===== src/rtl/fptrap_pkg.sv =====
package fptrap_pkg;
  localparam int NEXC = 5;
  typedef logic [NEXC-1:0] exc_t;
  localparam logic [1:0] SEL_EN  = 2'd0;
  localparam logic [1:0] SEL_EXC = 2'd1;
  localparam logic [1:0] SEL_DEF = 2'd2;

  // Enabled portion of a flag set
  function automatic exc_t enabled_hits(exc_t flags, exc_t en);
    return flags & en;
  endfunction

  // Next value of a sticky register with optional replace-write
  function automatic exc_t sticky_next(exc_t cur, logic wr, exc_t wdata, exc_t add);
    return (wr ? wdata : cur) | add;
  endfunction
endpackage


===== src/rtl/fptrap_merge.sv =====
module fptrap_merge
  import fptrap_pkg::*;
#(
  parameter int NPORT = 2,
  parameter int PCW   = 16
) (
  input  logic [NPORT-1:0]      rpt_valid,
  input  logic [NPORT*NEXC-1:0] rpt_flags,
  input  logic [NPORT-1:0]      rpt_pipe,
  input  logic [NPORT-1:0]      rpt_modeless,
  input  logic [NPORT*PCW-1:0]  rpt_pc,
  input  exc_t                  en,
  output exc_t                  all_flags,
  output exc_t                  pipe_hits,
  output logic                  seq_hit,
  output logic [PCW-1:0]        seq_pc,
  output exc_t                  seq_cause
);
  exc_t [NPORT-1:0] flg;
  logic [NPORT-1:0] seq_port_hit;
  exc_t [NPORT-1:0] pipe_port;

  for (genvar p = 0; p < NPORT; p++) begin : g_port
    assign flg[p] = rpt_valid[p] ? rpt_flags[p*NEXC +: NEXC] : '0;
    assign seq_port_hit[p] = !rpt_pipe[p] && !rpt_modeless[p] &&
                             (enabled_hits(flg[p], en) != '0);
    assign pipe_port[p] = (rpt_pipe[p] && !rpt_modeless[p]) ?
                          enabled_hits(flg[p], en) : '0;
  end

  always_comb begin
    all_flags = '0;
    pipe_hits = '0;
    seq_pc    = '0;
    seq_cause = '0;
    for (int p = 0; p < NPORT; p++) begin
      all_flags = all_flags | flg[p];
      pipe_hits = pipe_hits | pipe_port[p];
    end
    // descending scan so the lowest index wins
    for (int p = NPORT - 1; p >= 0; p--) begin
      if (seq_port_hit[p]) begin
        seq_pc    = rpt_pc[p*PCW +: PCW];
        seq_cause = enabled_hits(flg[p], en);
      end
    end
  end

  assign seq_hit = |seq_port_hit;
endmodule


===== src/rtl/fptrap_sync.sv =====
module fptrap_sync
  import fptrap_pkg::*;
(
  input  logic clk,
  input  logic rst_n,
  input  logic fire,
  input  logic is_null,
  input  exc_t def_seen,
  output logic done,
  output logic taken,
  output logic fall,
  output logic systrap
);
  logic pending;
  assign pending = (def_seen != '0);

  always_ff @(posedge clk) begin
    if (!rst_n) begin
      done <= 1'b0; taken <= 1'b0; fall <= 1'b0; systrap <= 1'b0;
    end else begin
      done    <= fire;
      taken   <= fire && !pending;
      fall    <= fire && pending && !is_null;
      systrap <= fire && pending && is_null;
    end
  end

  AST_SYNC_ONE_OUTCOME: assert property (@(posedge clk) disable iff (!rst_n)
    done |-> ($countones({taken, fall, systrap}) == 1));
  AST_SYNC_QUIET: assert property (@(posedge clk) disable iff (!rst_n)
    !done |-> !(taken || fall || systrap));
endmodule


===== src/rtl/fp_trap_ctrl.sv =====
module fp_trap_ctrl
  import fptrap_pkg::*;
#(
  parameter int NPORT = 2,
  parameter int PCW   = 16
) (
  input  logic                  clk,
  input  logic                  rst_n,
  input  logic [NPORT-1:0]      rpt_valid,
  input  logic [NPORT*5-1:0]    rpt_flags,
  input  logic [NPORT-1:0]      rpt_pipe,
  input  logic [NPORT-1:0]      rpt_modeless,
  input  logic [NPORT*PCW-1:0]  rpt_pc,
  input  logic                  fpu_idle,
  input  logic                  sync_req,
  input  logic                  sync_null,
  input  logic                  csr_req,
  input  logic                  csr_we,
  input  logic [1:0]            csr_sel,
  input  logic [4:0]            csr_wdata,
  output logic                  trap_req,
  output logic [PCW-1:0]        trap_pc,
  output logic [4:0]            trap_cause,
  output logic                  sync_done,
  output logic                  sync_taken,
  output logic                  sync_fall,
  output logic                  sync_systrap,
  output logic                  csr_ack,
  output logic [4:0]            csr_rdata
);
  exc_t exc_q, en_q, def_q;
  exc_t all_flags, pipe_hits, seq_cause, def_after, rd_sel;
  logic seq_hit;
  logic [PCW-1:0] seq_pc;

  // named events
  logic sync_fire, csr_fire, wr_en, wr_exc, wr_def;
  assign sync_fire = sync_req && fpu_idle;
  assign csr_fire  = csr_req && fpu_idle;
  assign wr_en     = csr_fire && csr_we && (csr_sel == SEL_EN);
  assign wr_exc    = csr_fire && csr_we && (csr_sel == SEL_EXC);
  assign wr_def    = csr_fire && csr_we && (csr_sel == SEL_DEF);

  fptrap_merge #(.NPORT(NPORT), .PCW(PCW)) i_merge (
    .rpt_valid(rpt_valid), .rpt_flags(rpt_flags), .rpt_pipe(rpt_pipe),
    .rpt_modeless(rpt_modeless), .rpt_pc(rpt_pc), .en(en_q),
    .all_flags(all_flags), .pipe_hits(pipe_hits), .seq_hit(seq_hit),
    .seq_pc(seq_pc), .seq_cause(seq_cause)
  );

  assign def_after = sticky_next(def_q, wr_def, csr_wdata, pipe_hits);

  always_comb begin
    case (csr_sel)
      SEL_EN:  rd_sel = en_q;
      SEL_EXC: rd_sel = exc_q;
      SEL_DEF: rd_sel = def_q;
      default: rd_sel = '0;
    endcase
  end

  always_ff @(posedge clk) begin
    if (!rst_n) begin
      exc_q <= '0; en_q <= '0; def_q <= '0;
      trap_req <= 1'b0; trap_pc <= '0; trap_cause <= '0;
      csr_ack <= 1'b0; csr_rdata <= '0;
    end else begin
      exc_q <= sticky_next(exc_q, wr_exc, csr_wdata, all_flags);
      en_q  <= wr_en ? csr_wdata : en_q;
      def_q <= sync_fire ? '0 : def_after;
      trap_req <= seq_hit;
      if (seq_hit) begin
        trap_pc    <= seq_pc;
        trap_cause <= seq_cause;
      end
      csr_ack <= csr_fire;
      if (csr_fire) csr_rdata <= rd_sel;
    end
  end

  fptrap_sync i_sync (
    .clk(clk), .rst_n(rst_n), .fire(sync_fire), .is_null(sync_null),
    .def_seen(def_after), .done(sync_done), .taken(sync_taken),
    .fall(sync_fall), .systrap(sync_systrap)
  );

  AST_TRAP_HAS_CAUSE: assert property (@(posedge clk) disable iff (!rst_n)
    trap_req |-> (trap_cause != '0));
  AST_SYNC_CLEARS_DEF: assert property (@(posedge clk) disable iff (!rst_n)
    sync_fire |=> (def_q == '0));
  AST_DEF_HOLDS: assert property (@(posedge clk) disable iff (!rst_n)
    (pipe_hits == '0 && !sync_fire && !wr_def) |=> $stable(def_q));
  AST_EXC_STICKY: assert property (@(posedge clk) disable iff (!rst_n)
    !wr_exc |=> ((exc_q & $past(exc_q)) == $past(exc_q)));
  AST_SYNC_AFTER_IDLE: assert property (@(posedge clk) disable iff (!rst_n)
    sync_done |-> $past(fpu_idle));
  AST_ACK_AFTER_IDLE: assert property (@(posedge clk) disable iff (!rst_n)
    csr_ack |-> $past(fpu_idle));
endmodule


===== config.mk =====
export PLATFORM = sky130hd
export DESIGN_NAME = fp_trap_ctrl
export DESIGN_NICKNAME = d
export VERILOG_FILES = /design/src/rtl/fptrap_pkg.sv /design/src/rtl/fptrap_merge.sv /design/src/rtl/fptrap_sync.sv /design/src/rtl/fp_trap_ctrl.sv
export SDC_FILE = /design/constraint.sdc
export NUM_CORES = 1
export LEC_CHECK = 0
export ABC_AREA = 1
export CAP_MARGIN = 40
export CORE_MARGIN = 5
export CORE_UTILIZATION = 40
export CTS_BUF_LIST = sky130_fd_sc_hd__clkbuf_8 sky130_fd_sc_hd__clkbuf_16
export DETAILED_ROUTE_END_ITERATION = 10
export PLACE_DENSITY = 0.76
export SLEW_MARGIN = 20
export SYNTH_ARGS = -nofsm -noshare
export SYNTH_HDL_FRONTEND = slang
export SYNTH_HIERARCHICAL = 1
export SYNTH_SLANG_ARGS = --single-unit

===== constraint.sdc =====
create_clock -name clk -period 1.9 [get_ports clk]
set_input_delay 0.38 -clock clk [delete_from_list [all_inputs] [get_ports clk]]
set_output_delay 0.38 -clock clk [all_outputs]
set_load 0.02 [all_outputs]

==> run_results.csv <==
group,metric,value,unit
status,status,"completed",
detailed_routing,drt_iter0_markers,115,
placed_design,hpwlAfterDp,6100,µm
global_route,grt_start_max_net_pins,24,
power_and_ir_drop,peakVddDrop,0.388,mV
floorplanning,core,6310,µm²
cells_and_area,final-seq-area,941,µm²
detailed_routing,routed_via_density,4.85,
worst_setup_path,crit_chain,"clkdlybuf4s50_1 > or2_2 > o21bai_2 > o21ai_1 > buf_4 > inv_1 > buf_4 > nor2_1 > nor2_1",
clock_network,cts.hold.buffers_added,0,
power_and_ir_drop,powerDensity,577,nW/µm²
detailed_routing,via_count,2886,
sta,min_period_over_period,0.936,
sta,finalSetupViolCount,0,
global_route,antenna_found_initial,0,
clock_network,clkTransAtPathRegs,0.09,ns
sta,fmax,563,MHz
global_route,grtUsageTotal,0.193,
logic_synthesis,avgSynthCellArea,6.56,µm²
detailed_routing,drt_wl_total,7700,µm
logic_synthesis,netlist_area,2580,µm²
floorplanning,dieArea,8150,µm²
worst_setup_path,critPathMaxFanout,11,
logic_synthesis,synth_cells,393,
detailed_routing,wl_per_cell,12.9,µm
floorplanning,start_util,0.408,
clock_network,cts_inserted_buffers,5,
cells_and_area,nFillCells,568,
sta,tightest_slew,0.269,ns
clock_network,clock_sinks,47,
min_path,min_path_type,"flip-flop to flip-flop",
clock_network,clk_latency,0.30,ns
placed_design,portBuffers,93,
cells_and_area,final_core_util,0.630,
cells_and_area,areaGrowthSynthToFinish,54.3,%
sta,fin_setup_tns,0,ns
worst_setup_path,cp_top_family,"buffers and inverters",
power_and_ir_drop,report.power.total,2.30,mW
sta,hold_viol_final,0,
logic_synthesis,yosysTopAreaCell,"dfxtp_1",
cells_and_area,drive_gt1_frac,0.135,
cells_and_area,final_common_cell,"clkdlybuf4s50_1",
global_route,grt_overflow_total,0,
clock_network,cts_root_buf,"clkbuf_8",
placed_design,pre_cts_slack,-0.177,ns
sta,period_needed,1.78,ns
worst_setup_path,critPathCaptureType,"flip-flop",
detailed_routing,drc_errors,0,
detailed_routing,final_antenna_net_count,0,
logic_synthesis,synth_top_area_frac,0.365,
worst_setup_path,path_class,"input pin to flip-flop",
worst_setup_path,cp.arrival,1.98,ns
placed_design,gp_congestion,0.936,
detailed_routing,drt_first_pass_iters,6,
sta,slew_violations,0,
logic_synthesis,ys_warn_count,6,
sta,hold_slack,0.473,ns
worst_setup_path,required,2.10,ns
logic_synthesis,synth-seq-cells,47,
logic_synthesis,yosysUniqueCellTypes,26,
worst_setup_path,crit_path_start_kind,"input pin",
sta,fin_skew,0.00655,ns
global_route,grt_pass1_wl,13200,µm
cells_and_area,multiInputGateArea,1340,µm²
placed_design,dp.cells,586,
sta,relSlewSlack,0.820,
placed_design,dpl_cell_area,3830,µm²
cells_and_area,mostFrequentLayoutCells,"clkdlybuf4s50_1 (91), nor2_1 (80), nand3_1 (75), nand2_1 (61), dfxtp_1 (47)",
cells_and_area,diodes,0,
floorplanning,placementRows,29,
sta,setup_slack,0.122,ns
global_route,first_global_vias,3033,
logic_synthesis,ys_seq_area_frac,0.365,
cells_and_area,fin_nets,579,
clock_network,h-tree-depth,2,
floorplanning,fp.dieW,90.3,µm
flow_run,maxCapViolations,0,
cells_and_area,final_cells,595,
worst_setup_path,worst-path-buf-inv,4,
worst_setup_path,slowest_stage,"clkdlybuf4s50_1",
logic_synthesis,synth_area_leaders,"dfxtp_1 (36%), nand3_1 (15%), nor2_1 (12%), nand2_1 (8.9%), inv_1 (6.0%)",
worst_setup_path,cpPeakStageDelay,0.42,ns
clock_network,cts_tree,"yes",
floorplanning,die_h,90.3,µm
clock_network,clk_path_buf_depth,2,
cells_and_area,stdcell_area,3980,µm²
floorplanning,ioPinCount,94,
power_and_ir_drop,p_leak,1.92,nW
logic_synthesis,synth_fp_nets,455,
## cell usage after synthesis
cell type,instances
nor2_1,80
nand2_4,1
inv_2,2
buf_6,6
dfxtp_1,47
buf_2,3
o21bai_2,1
nor2_2,6
nand3b_1,3
clkbuf_1,6
a21oi_1,5
or2_2,1
o22ai_1,5
buf_4,1
nand3_1,75
clkinv_1,2
nand2_1,61
nor2_4,7
o21ai_0,29
inv_6,1
or2_1,1
a22o_1,5
nand2_2,1
inv_1,41
buf_1,2
nand3_2,1
## routing by layer
metal | GRT usage | routed length (µm) | part of all wire | vias up
met5 | 0 | 0 | 0 | -
li1 | - | - | - | 1503
met4 | 0.0682 | 92 | 0.012 | 0
met1 | 0.199 | 2970 | 0.39 | 1280
met3 | 0.0800 | 749 | 0.097 | 12
met2 | 0.348 | 3890 | 0.51 | 91
## where the power goes
group	switching [mW]	internal, mW	total, mW	leakage (nW)
clock network	0.346	0.521	0.866	0.0695
registers	0.0164	1.01	1.03	0.381
logic	0.181	0.221	0.402	1.47
total	0.543	1.75	2.30	1.92
## path summary, 6_finish.rpt
check / startpoint / to / slack [ns] / depth (start not counted)
worst max register to register: en_q[4]$_SDFFE_PN0P_ / trap_pc[12]$_SDFFE_PN0P_ / 0.30 / 9
worst min register to register: csr_rdata[0]$_SDFFE_PN0P_ / csr_rdata[0]$_SDFFE_PN0P_ / 0.47 / 2
worst max-delay path: rpt_modeless[0] / trap_cause[1]$_SDFFE_PN0P_ / 0.12 / 9
worst min-delay path: csr_rdata[0]$_SDFFE_PN0P_ / csr_rdata[0]$_SDFFE_PN0P_ / 0.47 / 2
## logic make-up (layout without fill, tap and decap cells)
logic type	after synthesis	count (layout)	synth area share
AO/OA/AOI/OAI	45	45	0.0995
flip-flops	47	47	0.365
AND/OR/NAND/NOR	237	237	0.420
buffers and inverters	64	189	0.115
## area by class of cell
cell class	instances	area share
inverters	46	0.0446
repair buffers	135	0.325
multi-input cells	282	0.337
clock inverters	3	0.0160
flip-flops and latches	47	0.236
clock buffers	5	0.0173
well taps	77	0.0242
## timing repair
item                                    in CTS  in global routing
endpoints found under the setup margin       0                 18
resized for setup                            0                  3
setup buffers                                0                  1
## state kept, by name (all words and copies together), names as in the netlist
signal and count:
def_q 5, trap_cause 5, i_sync/systrap 1, csr_ack 1, i_sync/done 1, en_q 5, trap_pc 16, i_sync/taken 1
i_sync/fall 1, csr_rdata 5, trap_req 1, exc_q 5
## tightest hold or removal path: cells and delay by family (launching register included)
kind / cells / cell delay (ns)
flip-flops: 1 / 0.32
AND/OR/NAND/NOR: 1 / 0.06
AO/OA/AOI/OAI: 1 / 0.05
Note: power is estimated with default switching activity, not from simulation.
